$ cat config.mk
export PLATFORM = sky130hd
export DESIGN_NAME = exc_entry_ctrl
export DESIGN_NICKNAME = d
export VERILOG_FILES = /design/src/rtl/exc_pkg.sv /design/src/rtl/exc_priv_decode.sv /design/src/rtl/exc_target_calc.sv /design/src/rtl/exc_cp0_state.sv /design/src/rtl/exc_entry_ctrl.sv
export SDC_FILE = /design/constraint.sdc
export NUM_CORES = 1
export LEC_CHECK = 0
export BUFFER_PORTS_ARGS = -buffer_cell sky130_fd_sc_hd__buf_2
export CAP_MARGIN = 25
export CORE_AREA = 2 2 223 225
export CTS_BUF_LIST = sky130_fd_sc_hd__clkbuf_8
export DETAILED_ROUTE_END_ITERATION = 16
export DIE_AREA = 0 0 225 227
export HOLD_SLACK_MARGIN = 0.06
export PLACE_DENSITY = 0.51
export SLEW_MARGIN = 20
export SYNTH_ARGS = -nofsm -noshare
export SYNTH_HDL_FRONTEND = slang
export SYNTH_SLANG_ARGS = --single-unit
$ cat constraint.sdc
create_clock -name clk -period 9.78 [get_ports clk]
set_input_delay 0.489 -clock clk [delete_from_list [all_inputs] [get_ports clk]]
set_output_delay 0.489 -clock clk [all_outputs]
set_load 0.02 [all_outputs]
$ cat src/rtl/exc_pkg.sv
package exc_pkg;

  localparam int XLEN   = 64;
  localparam int CODE_W = 5;

  // Status bit positions
  localparam int ST_CU0 = 28;
  localparam int ST_BEV = 22;
  localparam int ST_KSU = 3;
  localparam int ST_ERL = 2;
  localparam int ST_EXL = 1;

  // Cause bit positions
  localparam int CA_BD   = 31;
  localparam int CA_CE   = 28;
  localparam int CA_CODE = 2;

  typedef enum logic [4:0] {
    EXC_INT       = 5'd0,
    EXC_SYSCALL   = 5'd1,
    EXC_BREAK     = 5'd2,
    EXC_RESV      = 5'd3,
    EXC_OVF       = 5'd4,
    EXC_TRAP      = 5'd5,
    EXC_COPU      = 5'd6,
    EXC_ADDR_LD   = 5'd7,
    EXC_ADDR_ST   = 5'd8,
    EXC_TLB_MOD   = 5'd9,
    EXC_TLB_LD    = 5'd10,
    EXC_TLB_ST    = 5'd11,
    EXC_REFILL_LD = 5'd12,
    EXC_REFILL_ST = 5'd13,
    EXC_INVAL_LD  = 5'd14,
    EXC_INVAL_ST  = 5'd15,
    EXC_CP2_ERR   = 5'd16,
    EXC_CAP_TRAP  = 5'd17,
    EXC_MCHECK    = 5'd18
  } exc_cause_e;

  typedef enum logic [1:0] {
    PRIV_KERNEL = 2'd0,
    PRIV_SUPER  = 2'd1,
    PRIV_USER   = 2'd2
  } priv_e;

  function automatic logic [CODE_W-1:0] exc_code(input logic [4:0] c);
    case (c)
      EXC_INT:                    return 5'h00;
      EXC_TLB_MOD:                return 5'h01;
      EXC_TLB_LD, EXC_REFILL_LD,
      EXC_INVAL_LD:               return 5'h02;
      EXC_TLB_ST, EXC_REFILL_ST,
      EXC_INVAL_ST:               return 5'h03;
      EXC_ADDR_LD:                return 5'h04;
      EXC_ADDR_ST:                return 5'h05;
      EXC_SYSCALL:                return 5'h08;
      EXC_BREAK:                  return 5'h09;
      EXC_RESV:                   return 5'h0A;
      EXC_COPU:                   return 5'h0B;
      EXC_OVF:                    return 5'h0C;
      EXC_TRAP:                   return 5'h0D;
      EXC_CP2_ERR, EXC_CAP_TRAP:  return 5'h12;
      default:                    return 5'h18;
    endcase
  endfunction

  function automatic logic is_tlb_class(input logic [4:0] c);
    return (c >= EXC_TLB_MOD) && (c <= EXC_INVAL_ST);
  endfunction

  function automatic logic is_addr_err(input logic [4:0] c);
    return (c == EXC_ADDR_LD) || (c == EXC_ADDR_ST);
  endfunction

endpackage

$ cat src/rtl/exc_priv_decode.sv
module exc_priv_decode
  import exc_pkg::*;
(
  input  logic       exl,
  input  logic       erl,
  input  logic [1:0] ksu,
  input  logic       cu0,
  input  logic       cp0_access,
  output logic [1:0] priv,
  output logic       viol
);

  always_comb begin
    if (exl || erl) begin
      priv = PRIV_KERNEL;
    end else begin
      case (ksu)
        2'b00:   priv = PRIV_KERNEL;
        2'b01:   priv = PRIV_SUPER;
        default: priv = PRIV_USER;
      endcase
    end
  end

  assign viol = cp0_access && (priv != PRIV_KERNEL) && !cu0;

endmodule

$ cat src/rtl/exc_target_calc.sv
module exc_target_calc
  import exc_pkg::*;
#(
  parameter int              AW          = 64,
  parameter int              OFF_W       = 12,
  parameter logic [AW-1:0]   BASE_BOOT   = 64'hFFFF_FFFF_BFC0_0200,
  parameter logic [AW-1:0]   BASE_NORM   = 64'hFFFF_FFFF_8000_0000,
  parameter logic [OFF_W-1:0] OFF_COMMON = 12'h180,
  parameter logic [OFF_W-1:0] OFF_REFILL = 12'h080,
  parameter logic [OFF_W-1:0] OFF_CAP    = 12'h280
) (
  input  logic [4:0]    cause_sel,
  input  logic          exl,
  input  logic          bev,
  input  logic [AW-1:0] cap_base,
  output logic [AW-1:0] target
);

  localparam int EXT_W = AW - OFF_W;

  function automatic logic [OFF_W-1:0] pick_offset(input logic [4:0] c, input logic at_exl);
    if (at_exl)                                       return OFF_COMMON;
    if (c == EXC_REFILL_LD || c == EXC_REFILL_ST)     return OFF_REFILL;
    if (c == EXC_CAP_TRAP)                            return OFF_CAP;
    return OFF_COMMON;
  endfunction

  function automatic logic [AW-1:0] vector_addr(input logic [AW-1:0] base,
                                                input logic [OFF_W-1:0] off,
                                                input logic [AW-1:0] cb);
    return base + {{EXT_W{off[OFF_W-1]}}, off} - cb;
  endfunction

  logic [OFF_W-1:0] off_sel;
  logic [AW-1:0]    base_sel;

  assign off_sel  = pick_offset(cause_sel, exl);
  assign base_sel = bev ? BASE_BOOT : BASE_NORM;
  assign target   = vector_addr(base_sel, off_sel, cap_base);

endmodule

$ cat src/rtl/exc_cp0_state.sv
module exc_cp0_state
  import exc_pkg::*;
#(
  parameter int            AW        = 64,
  parameter logic [31:0]   STATUS_RST = 32'h0040_0000
) (
  input  logic          clk,
  input  logic          rst_n,
  input  logic          take,
  input  logic [4:0]    eff_cause,
  input  logic          clear_ce,
  input  logic [AW-1:0] pc,
  input  logic          in_delay,
  input  logic [AW-1:0] badaddr,
  input  logic [AW-1:0] target,
  input  logic          wr_en,
  input  logic          wr_sel,
  input  logic [31:0]   wr_data,
  output logic          redir_valid,
  output logic [AW-1:0] redir_pc,
  output logic [AW-1:0] epc,
  output logic [31:0]   cause,
  output logic [31:0]   status,
  output logic [AW-1:0] badvaddr,
  output logic [18:0]   ctx_badvpn2,
  output logic [26:0]   xctx_badvpn2,
  output logic [1:0]    xctx_r,
  output logic [1:0]    entryhi_r,
  output logic [26:0]   entryhi_vpn2
);

  logic at_exl;
  logic upd_tlb;
  logic upd_bad;

  assign at_exl  = status[ST_EXL];
  assign upd_tlb = is_tlb_class(eff_cause);
  assign upd_bad = upd_tlb || is_addr_err(eff_cause);

  always_ff @(posedge clk) begin
    if (!rst_n) begin
      redir_valid  <= 1'b0;
      redir_pc     <= '0;
      epc          <= '0;
      cause        <= '0;
      status       <= STATUS_RST;
      badvaddr     <= '0;
      ctx_badvpn2  <= '0;
      xctx_badvpn2 <= '0;
      xctx_r       <= '0;
      entryhi_r    <= '0;
      entryhi_vpn2 <= '0;
    end else begin
      redir_valid <= take;
      if (take) begin
        redir_pc <= target;
        if (!at_exl) begin
          epc          <= in_delay ? (pc - AW'(4)) : pc;
          cause[CA_BD] <= in_delay;
        end
        cause[CA_CODE +: CODE_W] <= exc_code(eff_cause);
        if (clear_ce) cause[CA_CE +: 2] <= 2'b00;
        status[ST_EXL] <= 1'b1;
        if (upd_bad) badvaddr <= badaddr;
        if (upd_tlb) begin
          ctx_badvpn2  <= badaddr[31:13];
          xctx_badvpn2 <= badaddr[39:13];
          xctx_r       <= badaddr[63:62];
          entryhi_r    <= badaddr[63:62];
          entryhi_vpn2 <= badaddr[39:13];
        end
      end else if (wr_en) begin
        if (wr_sel) status <= wr_data;
        else        cause  <= wr_data;
      end
    end
  end

endmodule

$ cat src/rtl/exc_entry_ctrl.sv
module exc_entry_ctrl
  import exc_pkg::*;
#(
  parameter int AW = 64
) (
  input  logic          clk,
  input  logic          rst_n,
  input  logic          req_valid,
  output logic          req_accept,
  input  logic [4:0]    req_cause,
  input  logic [AW-1:0] req_pc,
  input  logic          req_in_delay,
  input  logic [AW-1:0] req_badaddr,
  input  logic [AW-1:0] cap_base,
  input  logic          cp0_access,
  input  logic          cp0_wr_en,
  input  logic          cp0_wr_sel,
  input  logic [31:0]   cp0_wr_data,
  output logic          redir_valid,
  output logic [AW-1:0] redir_pc,
  output logic [AW-1:0] epc,
  output logic [31:0]   cause,
  output logic [31:0]   status,
  output logic [AW-1:0] badvaddr,
  output logic [18:0]   ctx_badvpn2,
  output logic [26:0]   xctx_badvpn2,
  output logic [1:0]    xctx_r,
  output logic [1:0]    entryhi_r,
  output logic [26:0]   entryhi_vpn2,
  output logic [1:0]    priv_level
);

  // internal events, named for the checker
  logic       cp0_viol;
  logic       take;
  logic       clear_ce;
  logic [4:0] eff_cause;
  logic [AW-1:0] target;

  exc_priv_decode u_priv (
    .exl        (status[ST_EXL]),
    .erl        (status[ST_ERL]),
    .ksu        (status[ST_KSU +: 2]),
    .cu0        (status[ST_CU0]),
    .cp0_access (cp0_access),
    .priv       (priv_level),
    .viol       (cp0_viol)
  );

  // external request wins over a same-cycle access violation
  assign take       = req_valid || cp0_viol;
  assign clear_ce   = cp0_viol && !req_valid;
  assign eff_cause  = req_valid ? req_cause : EXC_COPU;
  assign req_accept = req_valid;

  exc_target_calc #(.AW(AW)) u_tgt (
    .cause_sel (eff_cause),
    .exl       (status[ST_EXL]),
    .bev       (status[ST_BEV]),
    .cap_base  (cap_base),
    .target    (target)
  );

  exc_cp0_state #(.AW(AW)) u_state (
    .clk          (clk),
    .rst_n        (rst_n),
    .take         (take),
    .eff_cause    (eff_cause),
    .clear_ce     (clear_ce),
    .pc           (req_pc),
    .in_delay     (req_in_delay),
    .badaddr      (req_badaddr),
    .target       (target),
    .wr_en        (cp0_wr_en),
    .wr_sel       (cp0_wr_sel),
    .wr_data      (cp0_wr_data),
    .redir_valid  (redir_valid),
    .redir_pc     (redir_pc),
    .epc          (epc),
    .cause        (cause),
    .status       (status),
    .badvaddr     (badvaddr),
    .ctx_badvpn2  (ctx_badvpn2),
    .xctx_badvpn2 (xctx_badvpn2),
    .xctx_r       (xctx_r),
    .entryhi_r    (entryhi_r),
    .entryhi_vpn2 (entryhi_vpn2)
  );

endmodule

* Word-level counts from Yosys, hierarchy flattened
Memories as Yosys holds them, arrays and structs flattened.
Index checks and enable logic that the tools add are counted.
** Word-level totals
- Register bits :: 305
- Memory bits (read-only) :: 160
- Bits of input ports :: 236
- Output and inout bits :: 337
- Logic and storage cells :: 82
- Memories kept :: 1
** Memories
- (no name shown) :: depth 32, width 5, rd ports 1, clocked after memory_dff 0, wr ports 0, RTL line exc_pkg.sv:47 : case (c)
** Cells by class
- Add/sub/neg operators :: 3
- $lt $le $gt $ge :: 2
- Equality and inequality tests :: 9
- Mux-type cells :: 27
- Bitwise logic cells :: 3
- Reduce and logical (&&, ||, !) cells :: 24
** Operators by type and width (number)
- 12-bit 2-to-1 mux :: 6
- 64-bit adder :: 1
- 32-bit 2-to-1 mux :: 2
- 64-bit 2-to-1 mux :: 1
- 64-bit by 3-bit subtractor with 64-bit output, second input constant :: 1
- 64-bit subtractor :: 1
- 30-bit 2-to-1 mux :: 1
- 5-bit by 4-bit equality test with 1-bit output, second input constant :: 3
- 3-bit AND reduction :: 4
- 2-bit 2-to-1 mux :: 5
- 5-bit 2-to-1 mux :: 2
- 2-bit AND reduction :: 5
- 1-bit 2-to-1 mux :: 9
- 2-bit nonzero test :: 3
- 5-bit by 3-bit equality test with 1-bit output, second input constant :: 1
- 5-bit equality test, second input constant :: 1
- 5-bit by 4-bit >= comparator with 1-bit output, second input constant :: 1
- 5-bit by 4-bit <= comparator with 1-bit output, second input constant :: 1
- 1-bit logical OR :: 5
- 1-bit logical AND :: 4
- 2-bit inequality test, second input constant :: 2
- 2-bit one-hot mux with 2 select lines :: 1
- 1-bit inverter :: 3
- 2-bit by 1-bit equality test with 1-bit output, second input constant :: 1
- other kinds (3) :: 4

* Longest topological paths before layout
Gate-level depths: netlist of run 1.
- Depth after elaboration :: 12
- Gate-level depth with buffers :: 18
- Depth with buffers taken out :: 16

* Cells and area by module
Synthesis of run 1 repeated with hierarchy kept, for this count alone.
** Unflattened totals
- Cell total of the unflattened synthesis :: 1682
- Area, all modules :: 13860.8 um^2
** By module, submodules not included
- exc_cp0_state :: times used 1, cells each 1364, area each 11677.4 um^2, sequential area each 5725.5 um^2
- exc_target_calc :: times used 1, cells each 306, area each 2093.3 um^2, sequential area each 0.0 um^2
- exc_entry_ctrl :: times used 1, cells each 8, area each 51.3 um^2, sequential area each 0.0 um^2
- exc_priv_decode :: times used 1, cells each 4, area each 38.8 um^2, sequential area each 0.0 um^2

* Worst setup path before layout of run 1
OpenSTA, ideal clock, no wires.
- Path type :: in2reg
- Start :: input req_cause[3]
- End :: register u_state.redir_pc[60]
- Library setup time :: 0.062 ns
- Data arrival time :: 3.895 ns
- Required time :: 9.718 ns
- Setup slack :: 5.823 ns
- Stages :: 17
- Path buffers :: 1
- Cell sequence :: clkbuf_1 > nor2b_1 > nand2_1 > nor3_1 > inv_1 > fa_1 > inv_1 > ha_1 > and3b_1 > nand4_1 > a2111oi_4 > o31ai_1 > a21o_1 > a31oi_2 > o21bai_1 > or4b_1 > nand3_1
** Between the ends
- Cells in the longest elaborated chain, start to end :: 10
- Elaborated cells on any way between the ends :: 17
- Those cells by class :: 2 x add/sub; 3 x eq/ne; 11 x mux; 1 x reduce/logical
** RTL lines
- start, declared :: RTL line exc_entry_ctrl.sv:10 : input logic [4:0] req_cause,
- 5-bit 2-to-1 mux * :: RTL line exc_entry_ctrl.sv:53 : assign eff_cause = req_valid ? req_cause : EXC_COPU;
- 5-bit equality test or 5-bit by 4-bit equality test with 1-bit output (tied branches) :: RTL line exc_target_calc.sv:24, exc_target_calc.sv:23
- 1-bit 2-to-1 mux or 1-bit logical OR (tied branches) :: RTL line exc_target_calc.sv:24, exc_target_calc.sv:23
- 1-bit 2-to-1 mux or 12-bit 2-to-1 mux (tied branches) :: RTL line exc_target_calc.sv:24, exc_target_calc.sv:23
- 1-bit 2-to-1 mux or 12-bit 2-to-1 mux (tied branches) :: RTL line exc_target_calc.sv:23, exc_target_calc.sv:24
- 12-bit 2-to-1 mux :: RTL line exc_target_calc.sv:25 : return OFF_COMMON;
- 12-bit 2-to-1 mux * :: RTL line exc_target_calc.sv:24 : if (c == EXC_CAP_TRAP) return OFF_CAP;
- 12-bit 2-to-1 mux * :: RTL line exc_target_calc.sv:23 : if (c == EXC_REFILL_LD || c == EXC_REFILL_ST) return OFF_REFILL;
- 64-bit adder * :: RTL line exc_target_calc.sv:31 : return base + {{EXT_W{off[OFF_W-1]}}, off} - cb;
- 64-bit subtractor * :: RTL line exc_target_calc.sv:31
- end signal, assigned :: RTL line exc_cp0_state.sv:56 : redir_pc <= target;
- end, declared :: RTL line exc_cp0_state.sv:20 : output logic [AW-1:0] redir_pc,
Mark *: on every way between the ends. The rest lies on a longest branch, timed or not. The select of a mux whose other input is x is not followed.
A chain may end at the register's enable or synchronous reset.

* Worst setup path after layout of run 1
- Start :: register u_state.status[22]
- End :: register u_state.redir_pc[52]
** Between the ends
- Cells in the longest elaborated chain, start to end :: 3
** RTL lines
- start, declared :: RTL line exc_cp0_state.sv:23 : output logic [31:0] status,
- start signal, assigned :: RTL line exc_cp0_state.sv:73 : if (wr_sel) status <= wr_data;
- 30-bit 2-to-1 mux :: RTL line exc_target_calc.sv:38 : assign base_sel = bev ? BASE_BOOT : BASE_NORM;
- 64-bit adder :: RTL line exc_target_calc.sv:31
- 64-bit subtractor :: RTL line exc_target_calc.sv:31
Every way passes these cells.

==> results of run 1 <==
## metal layers
metal	global-route usage	share of wire	wire [µm]	vias to the layer above
met3	0.0649	0.072	4260	122
met5	0	0.0024	140	-
met2	0.387	0.50	29500	431
li1	-	-	-	7629
met4	0.110	0.039	2290	20
met1	0.237	0.39	22800	7116
## logic make-up (layout without fill, tap and decap cells)
logic type,count (synthesis),in the layout,synth area share
buf+inv,232,829,0.0727
fa+ha+maj,57,57,0.0489
mux,9,9,0.00612
compound gates,464,464,0.190
other cells,0,15,0
xor+xnor,107,107,0.0636
flops,286,286,0.389
simple gates,756,756,0.230
## final timing paths
kind / from / endpoint / slack (ps) / cells past startpoint
worst max-delay path: u_state.status[22]$_SDFFE_PN1P_ / u_state.redir_pc[52]$_SDFFE_PN0P_ / 5600 / 13
worst min-delay path: cp0_wr_data[9] / u_state.status[9]$_SDFFE_PN0P_ / 120 / 3
worst max register to register: u_state.status[22]$_SDFFE_PN1P_ / u_state.redir_pc[52]$_SDFFE_PN0P_ / 5600 / 13
worst min register to register: u_state.redir_pc[59]$_SDFFE_PN0P_ / u_state.redir_pc[59]$_SDFFE_PN0P_ / 450 / 2
## tightest hold or removal path: stages
cell	delay, ps
sky130_fd_sc_hd__buf_2	110
sky130_fd_sc_hd__nand2_1	50
sky130_fd_sc_hd__a21oi_1	50
## metrics by stage
| step | instances | power [µW] | area, µm² | setup slack [ps] |
|---|---|---|---|---|
| detailed placement | 2958 | 1980 | 17700 | 5110 |
| floorplan | 1911 | 1720 | 14700 | 5820 |
| CTS | 3128 | 3210 | 19600 | 5580 |
| global route | 3144 | 3330 | 19700 | 5150 |
| global placement | 2958 | 1980 | 17700 | 5210 |
| finish | 3145 | 3170 | 19700 | 5600 |
## timing repair
| action | 4_1_cts | 5_1_grt |
|---|---|---|
| buffers inserted | 0 | 0 |
| hold endpoints to repair | 120 | 0 |
| resized for setup | 0 | 0 |
| hold buffers | 82 | 0 |
## registers in the layout, indices dropped and copies added, names as in the netlist
signal and cells:
u_state.badvaddr 64, u_state.cause 32, u_state.epc 64, u_state.redir_pc 64, u_state.redir_valid 1, u_state.status 32, u_state.xctx_badvpn2 27, u_state.xctx_r 2
## final cells by class
class	instances	area, µm²
Antenna cell	15	37.5
Clock buffer	65	895
Sequential cell	286	5730
Clock inverter	23	170
Inverter	71	274
Fill cell	5177	28800
Tap cell	622	778
Timing Repair Buffer	670	3840
Multi-Input combinational cell	1393	7970
## power groups by stage
stage	logic (µW)	clock network (µW)	registers, µW
4_1_cts	703	1230	1280
3_5_place_dp	673	0	1310
5_1_grt	768	1270	1290
3_3_place_gp	669	0	1310
2_1_floorplan	335	0	1390
6_report	702	1180	1280
## layout by cell type (no fill, tap or decap), drive strengths merged, types with 4 or more instances in the layout
cell,instances
buf,588
nand2,437
dfxtp,286
a21oi,253
nor2,144
inv,85
dlygate4sd3,82
xnor2,72
o21ai,66
clkbuf,65
ha,56
a211oi,50
xor2,35
nor3,31
nand3,22
a21o,18
or3,18
nand4,17
nor4,17
diode,15
o21bai,13
nor2b,13
or4,13
nor3b,10
a311oi,9
mux2i,9
a31oi,9
o31ai,8
clkinv,7
nand2b,6
o21a,5
and2,5
nor4b,4
or2,4
==> impl.org, run 1 <==
** Run status
- The flow ran to the end, and the final reports show no timing, DRC or antenna violations.

** Worst hold path
- The worst hold path belongs to the class input port to register.

** Timing
- Total negative setup slack :: 0 ps
- Tightest Pin Transition :: around 960 ps
- Number of endpoints with negative hold slack in the final report :: 0
- Achievable Freq :: 0.239 GHz
- # setup viols final :: 0
- Hold is met by around 120 ps.
- Setup repair after global routing left no endpoint under its margin.
- Worst clock skew :: slightly above 40 ps
- Minimum clock period after layout :: around 4200 ps
- Of the available clock period, the critical path in the final layout requires 0.428.
- The final max-slew violation count came to 0.
- Tightest slew margin relative to the limit :: 0.362

** Synth
- Synthesis produced a netlist whose cell count is roughly 1900.
- Yosys warning total :: 0
- Net count after synthesis :: roughly 2200
- By count the netlist is led by 435 x sky130_fd_sc_hd__nand2_1, 286 x sky130_fd_sc_hd__dfxtp_1, 253 x sky130_fd_sc_hd__a21oi_1.
- Most frequent cell after synthesis :: sky130_fd_sc_hd__nand2_1
- Main area contributors after synthesis :: sky130_fd_sc_hd__dfxtp_1 39%, sky130_fd_sc_hd__nand2_1 11%, sky130_fd_sc_hd__a21oi_1 8.6%, sky130_fd_sc_hd__ha_1 4.8%, sky130_fd_sc_hd__xnor2_1 4.3%
- Ys flop type :: sky130_fd_sc_hd__dfxtp_1
- The cell area that synthesis handed to floorplanning was between 0.01 and 0.015 mm².
- Total of flip-flops plus latches after synthesis :: 286
- Cell type contributing the most total cell area after synthesis :: sky130_fd_sc_hd__dfxtp_1
- Number of synthesized flops with an enable pin :: 0
- Each instance of the synthesized netlist takes up on average between 7 and 8 µm².
- Area fraction of the dominant cell type after synthesis :: 0.389
- Synthesis instantiated 76 different standard cells from the library.
- Of the synthesized area, sequential elements account for 0.389.
- Counting flops with an async set or reset pin after synthesis yields a share of 0.

** Cells and area
- Fraction of layout cells with a size suffix above 1 :: 0.281
- Final core utilization :: 0.406
- Net count, final :: 2769
- From synthesis to final layout, the design area changed by 33.7%.

** Placement
- The HPWL after detailed placement is 44.5 mm.
- Routability-driven placement finished with a final weighted congestion of between 0.8 and 0.9.
- Port-buffer cells :: around 570

** Clocking
- CTS built an H-tree with a depth of 2.
- Clock latency on the worst-skew pair, taken at its later pin, is ~650 ps.
- CTS clk-pin slew, worst paths :: ~60 ps
- Number of buffers created by CTS :: 54
- Cell at the root of the clock tree :: sky130_fd_sc_hd__clkbuf_8
- TritonCTS clock tree :: done
- Clock tree synthesis found a total of 286 sinks.
- The clock passes through at most 3 buffers.

** Global route
- Wire length of the first global-routing pass :: 85.8 mm
- The via count of the first global-routing pass is roughly 15000.
- Total grt overflow :: 0
- Number of antenna violations at the first check in global routing :: 24
- In the global route stage, overall resource usage came out at 0.219.
- Largest net degree at the start of global routing :: 93

** Detailed routing
- Detailed routing inserted a total of around 15000 vias.
- Dividing the detail-routed wire length by the instance count gives roughly 19 µm.
- Via density :: a little under 5
- Count of nets left with antenna violations after detail routing :: 0
- Total wire length after detailed routing :: just under 60 mm
- For this run, design rule violations remaining after detail routing come to 0.
- First-pass iteration count of the detailed router :: 5
- The detailed router finished its first iteration with ~760 violations.

** Pwr
- Internal portion of total power :: around 2200 µW
- Leak pwr :: just under 0.009 µW
- The share of total power dissipated in combinational logic is 0.222.
- Across the VDD grid, the largest voltage drop is between 80 and 90 µV.
- Power density normalized to cell area :: between 150 and 200 mW/mm²
- In this run the power spent charging and discharging nets is about 1000 µW.
- Of the total power, the clock network draws 0.372.
- Of the total power, the share spent switching nets is 0.321.
- Part of the total power dissipated in sequential elements :: 0.406

** Worst setup path
- In this run the worst path has a maximum fanout of 10.
- Maximum single-stage delay on the critical path :: around 700 ps
- Cell with the largest stage delay on the worst path :: sky130_fd_sc_hd__a2111oi_0
- Crit path kind :: register to register
- The worst setup path is launched from a register.
- Critical-path cell list :: inv_1, fa_1, inv_1, ha_1, and3b_1, nand4_1, a2111oi_0, o211ai_1, a21oi_1, o22ai_1, o21ai_0, xnor2_1, o21ai_0
- STA classifies the critical path endpoint as a register.
- Worst Path Required :: 10280 ps
- The kind of cell with the highest combined delay along the critical path is compound AO/OA/AOI/OAI gates.
- Together, buffers and inverters on the worst path number 2.
- Critical path data arrival time :: between 4000 and 5000 ps

** Floorplan
- Die boundary width :: 225 µm
- The floorplan step set the die height to between 200 and 250 µm.
- Die Area :: 0.0511 mm²
- Number of ports placed on the die boundary :: around 570
- Core region area :: slightly below 0.05 mm²
- The initialized floorplan defines 81 standard-cell rows.
- Initial core utilization :: 0.303

** Job
- Max-cap violation count :: 0
Note: power is estimated with default switching activity, not from simulation.
==> run 2: changes to the inputs <==
CORE_AREA = 2 2 224 226   (was 2 2 223 225)
DIE_AREA = 0 0 226 228   (was 0 0 225 227)
PLACE_DENSITY = 0.53   (was 0.51)
clock period = 3.8 ns   (was 9.78 ns; I/O delays follow)
==> run 2 against run 1 <==
- clock skew is 0.78 ps lower
- largest power group unchanged
- combinational power rose to 2.8 times the previous value
- first-iteration DRC count decreased by 11%
- register-to-register slack got worse by 5400 ps
- count of clock-buffer cells in the layout is 12 higher
- core utilization up 3.5 points
- clock power rose to 2.8 times the previous value
- sequential share of layout area down 2.7 points
- die area rose by 0.89%
==> impl.org, run 2 (synthesized netlist as in run 1, its figures left out) <==
** Run status
- Status :: finished clean

** Worst setup path
- STA puts the critical path data arrival time at 4230 ps.
- Crit path kind :: input port to register
- In this run the critical register-to-register path is captured at u_state.redir_pc[63]$_SDFFE_PN0P_.
- Startpoint Class :: input port
- Maximum single-stage delay on the critical path :: 580 ps
- In this run the critical register-to-register path is launched from u_state.status[1]$_SDFFE_PN0P_.
- Number of cells on the worst reg-to-reg path :: 15
- Worst Path Required :: approximately 4300 ps
- The worst register-to-register path has a setup slack of approximately 150 ps.
- Walking the worst path, the cells encountered are dlygate4sd3_1, buf_2, or4_4, or4_4, or3_1, nor2_2, nand2_1, nor4_2, xnor2_1, dlygate4sd3_1, a21oi_1, dlygate4sd3_1.
- Cell repeated most along the worst path :: sky130_fd_sc_hd__dlygate4sd3_1
- STA classifies the critical path endpoint as a register.
- Among all stages on the critical path, the largest delay is contributed by sky130_fd_sc_hd__dlygate4sd3_1.
- Largest fanout of any net on the critical path :: 5

** Worst hold path
- Number of stages on the worst hold path :: 4
- Endpoint of the worst hold path :: u_state.redir_pc[38]$_SDFFE_PN0P_
- The min-delay analysis places its worst path in the category input port to register.
- Startpoint of the tightest hold check path :: cap_base[38]

** Placement
- Final estimated routing congestion in global placement :: 0.932
- Port-buffer cells :: between 500 and 600
- Worst setup slack after placement :: -251 ps
- Summing all placed instances gives a cell area of between 0.015 and 0.02 mm².
- HPWL reported at the end of detailed placement :: approximately 45 mm
- After detailed placement, the design holds a cell count of 3044.

** Detailed routing
- DRC violation count after routing :: 0
- Total wire length after detailed routing :: 61.4 mm
- After detailed routing, the average wire length per cell comes to about 18 µm.
- Using the TritonRoute via totals, the vias-per-cell ratio works out to 4.80.
- Number of vias after detailed routing :: 16300
- Count of nets left with antenna violations after detail routing :: 0
- The first routing iteration left 680 violations.
- The first detailed-routing pass took 7 iterations.

** Timing
- Setup violations remaining at the end of the flow were counted as 0.
- Achievable Freq :: 0.270 GHz
- The number of hold violations in the final report came to 0.
- Of the available clock period, the critical path in the final layout requires 0.973.
- Tightest Pin Transition :: roughly 900 ps
- Max-slew violation count :: 0
- Final worst slack :: a little over 100 ps
- Minimum clock period after layout :: 3700 ps
- The clock arrives with 39.6 ps of skew.
- The worst pin sits at a relative slew slack of 0.408.

** Cells and area
- Leaving out fill and tap cells, the most frequent cell in the layout is sky130_fd_sc_hd__buf_2.
- Post-route insts no fill :: roughly 3400
- Final design instance area without fill :: about 0.022 mm²
- In the layout the commonest cells are 572 x sky130_fd_sc_hd__buf_2, 435 x sky130_fd_sc_hd__nand2_1, 286 x sky130_fd_sc_hd__dfxtp_1, 251 x sky130_fd_sc_hd__a21oi_1, 241 x sky130_fd_sc_hd__dlygate4sd3_1.
- In the final layout, the registers with the most flip-flops are u_state.badvaddr x64, u_state.epc x64, u_state.redir_pc x64.
- For this run, the share of the core covered by cells in the final layout is 0.441.
- Fraction of layout cells with a size suffix above 1 :: 0.279
- From synthesis to final layout, the design area changed by 47.6%.
- After the last flow step, the layout net total stands at about 3000.

** Floorplan
- Die Area :: 0.0515 mm²
- The die is around 230 µm wide.
- Number of ports placed on the die boundary :: about 570
- The floorplan has just over 80 rows.
- For this configuration, the core starts out at a cell density of 0.298.
- Core region area :: ~0.049 mm²
- Height of the die :: between 200 and 250 µm

** Pwr
- The worst-case IR drop observed on VDD is 262 µV.
- Of the total power, registers draw 0.385.
- Portion of total power attributed to combinational logic :: 0.234
- Power density normalized to cell area :: ~390 mW/mm²
- For this design the total switching power over the nets is approximately 2700 µW.
- Internal portion of total power :: 5860 µW
- Sw Ratio :: 0.316
- The analysis attributes to cell leakage a power of 0.00979 µW.
- The share of total power dissipated in the clock network is 0.381.

** Clocking
- Post-CTS timing repair inserted 0 buffers for setup.
- Counting the buffers created by CTS gives 55.
- Cell at the root of the clock tree :: sky130_fd_sc_hd__clkbuf_8
- Worst-Skew Late Latency :: approximately 640 ps
- Maximum clock path buffer count :: 3
- Count of clock tree sinks :: 286
- Clock-pin slew was measured on the worst setup and hold paths at 70 ps.
- The clock tree synthesis step divided the H-tree into 2 levels.
- TritonCTS built the clock tree.

** Global route
- The initial antenna violation count came to 16.
- The first global-routing pass estimated between 90 and 100 mm of wire.
- Total grt overflow :: 0
- Entering global routing, the biggest net connects ~120 pins.
- In the global route stage, overall resource usage came out at 0.228.
- The via count of the first global-routing pass is 16200.

** Job
- Max-cap violations in this run came to 0.
run 2: stage by stage:
stage / TNS (ps) / hold WS [ps] / total power (µW)
after global placement: -986 / 433 / 5130
after CTS: 0 / 71.1 / 8670
final: 0 / 146 / 8570
after floorplan: 0 / 326 / 4440
after detailed placement: -1600 / 437 / 5140
after global routing: -67.3 / 110 / 9000
run 2: critical path, delay by kind of cell:
family                    cells  cell delay [ps]
xor gates and xnor gates      1              160
AOI/OAI and AO/OA             1               70
buffers and inverters         4             1850
and+or+nand+nor               6             1970
run 2: power by group through the flow:
stage	registers, µW	logic (µW)	clock network (µW)
after floorplan	3580	862	0
after global placement	3360	1770	0
after detailed placement	3360	1780	0
after CTS	3300	2000	3370
after global routing	3320	2170	3510
final	3300	2000	3270
run 2: area by class of cell:
type                            count  area, µm²
Fill cell                        5036      27600
Multi-Input combinational cell   1393       8020
Sequential cell                   286       5730
Timing Repair Buffer              863       5660
Clock buffer                       77       1060
Tap cell                          672        841
Inverter                           71        274
Clock inverter                     23        130
Antenna cell                       13       32.5
run 2: repair_timing:
item / 4_1_cts / 5_1_grt
gates resized for setup: 0 / 10
hold buffers: 241 / 0
hold endpoints to repair: 244 / 0
setup endpoints to repair: 0 / 12
run 2: worst max-delay path by stage:
stage / from / end / slack (ps) / cells past startpoint
after CTS: u_state.status[1]$_SDFFE_PN0P_ / u_state.redir_pc[52]$_SDFFE_PN0P_ / 20 / 15
after floorplan: req_cause[3] / u_state.redir_pc[60]$_SDFFE_PN0P_ / 140 / 17
after detailed placement: req_cause[4] / u_state.redir_pc[62]$_SDFFE_PN0P_ / -250 / 19
final: req_pc[40] / u_state.epc[50]$_SDFFE_PN0P_ / 100 / 12
after global routing: req_pc[38] / u_state.epc[50]$_SDFFE_PN0P_ / -40 / 12
after global placement: req_cause[4] / u_state.redir_pc[52]$_SDFFE_PN0P_ / -190 / 18
run 2: routing by layer:
metal	part of all wire	routed length [µm]	GRT usage	vias to the layer above
met4	0.035	2170	0.0911	4
met5	0.00044	27	0	-
met2	0.49	30400	0.409	586
met1	0.39	24200	0.252	7554
li1	-	-	-	8012
met3	0.076	4650	0.0631	140
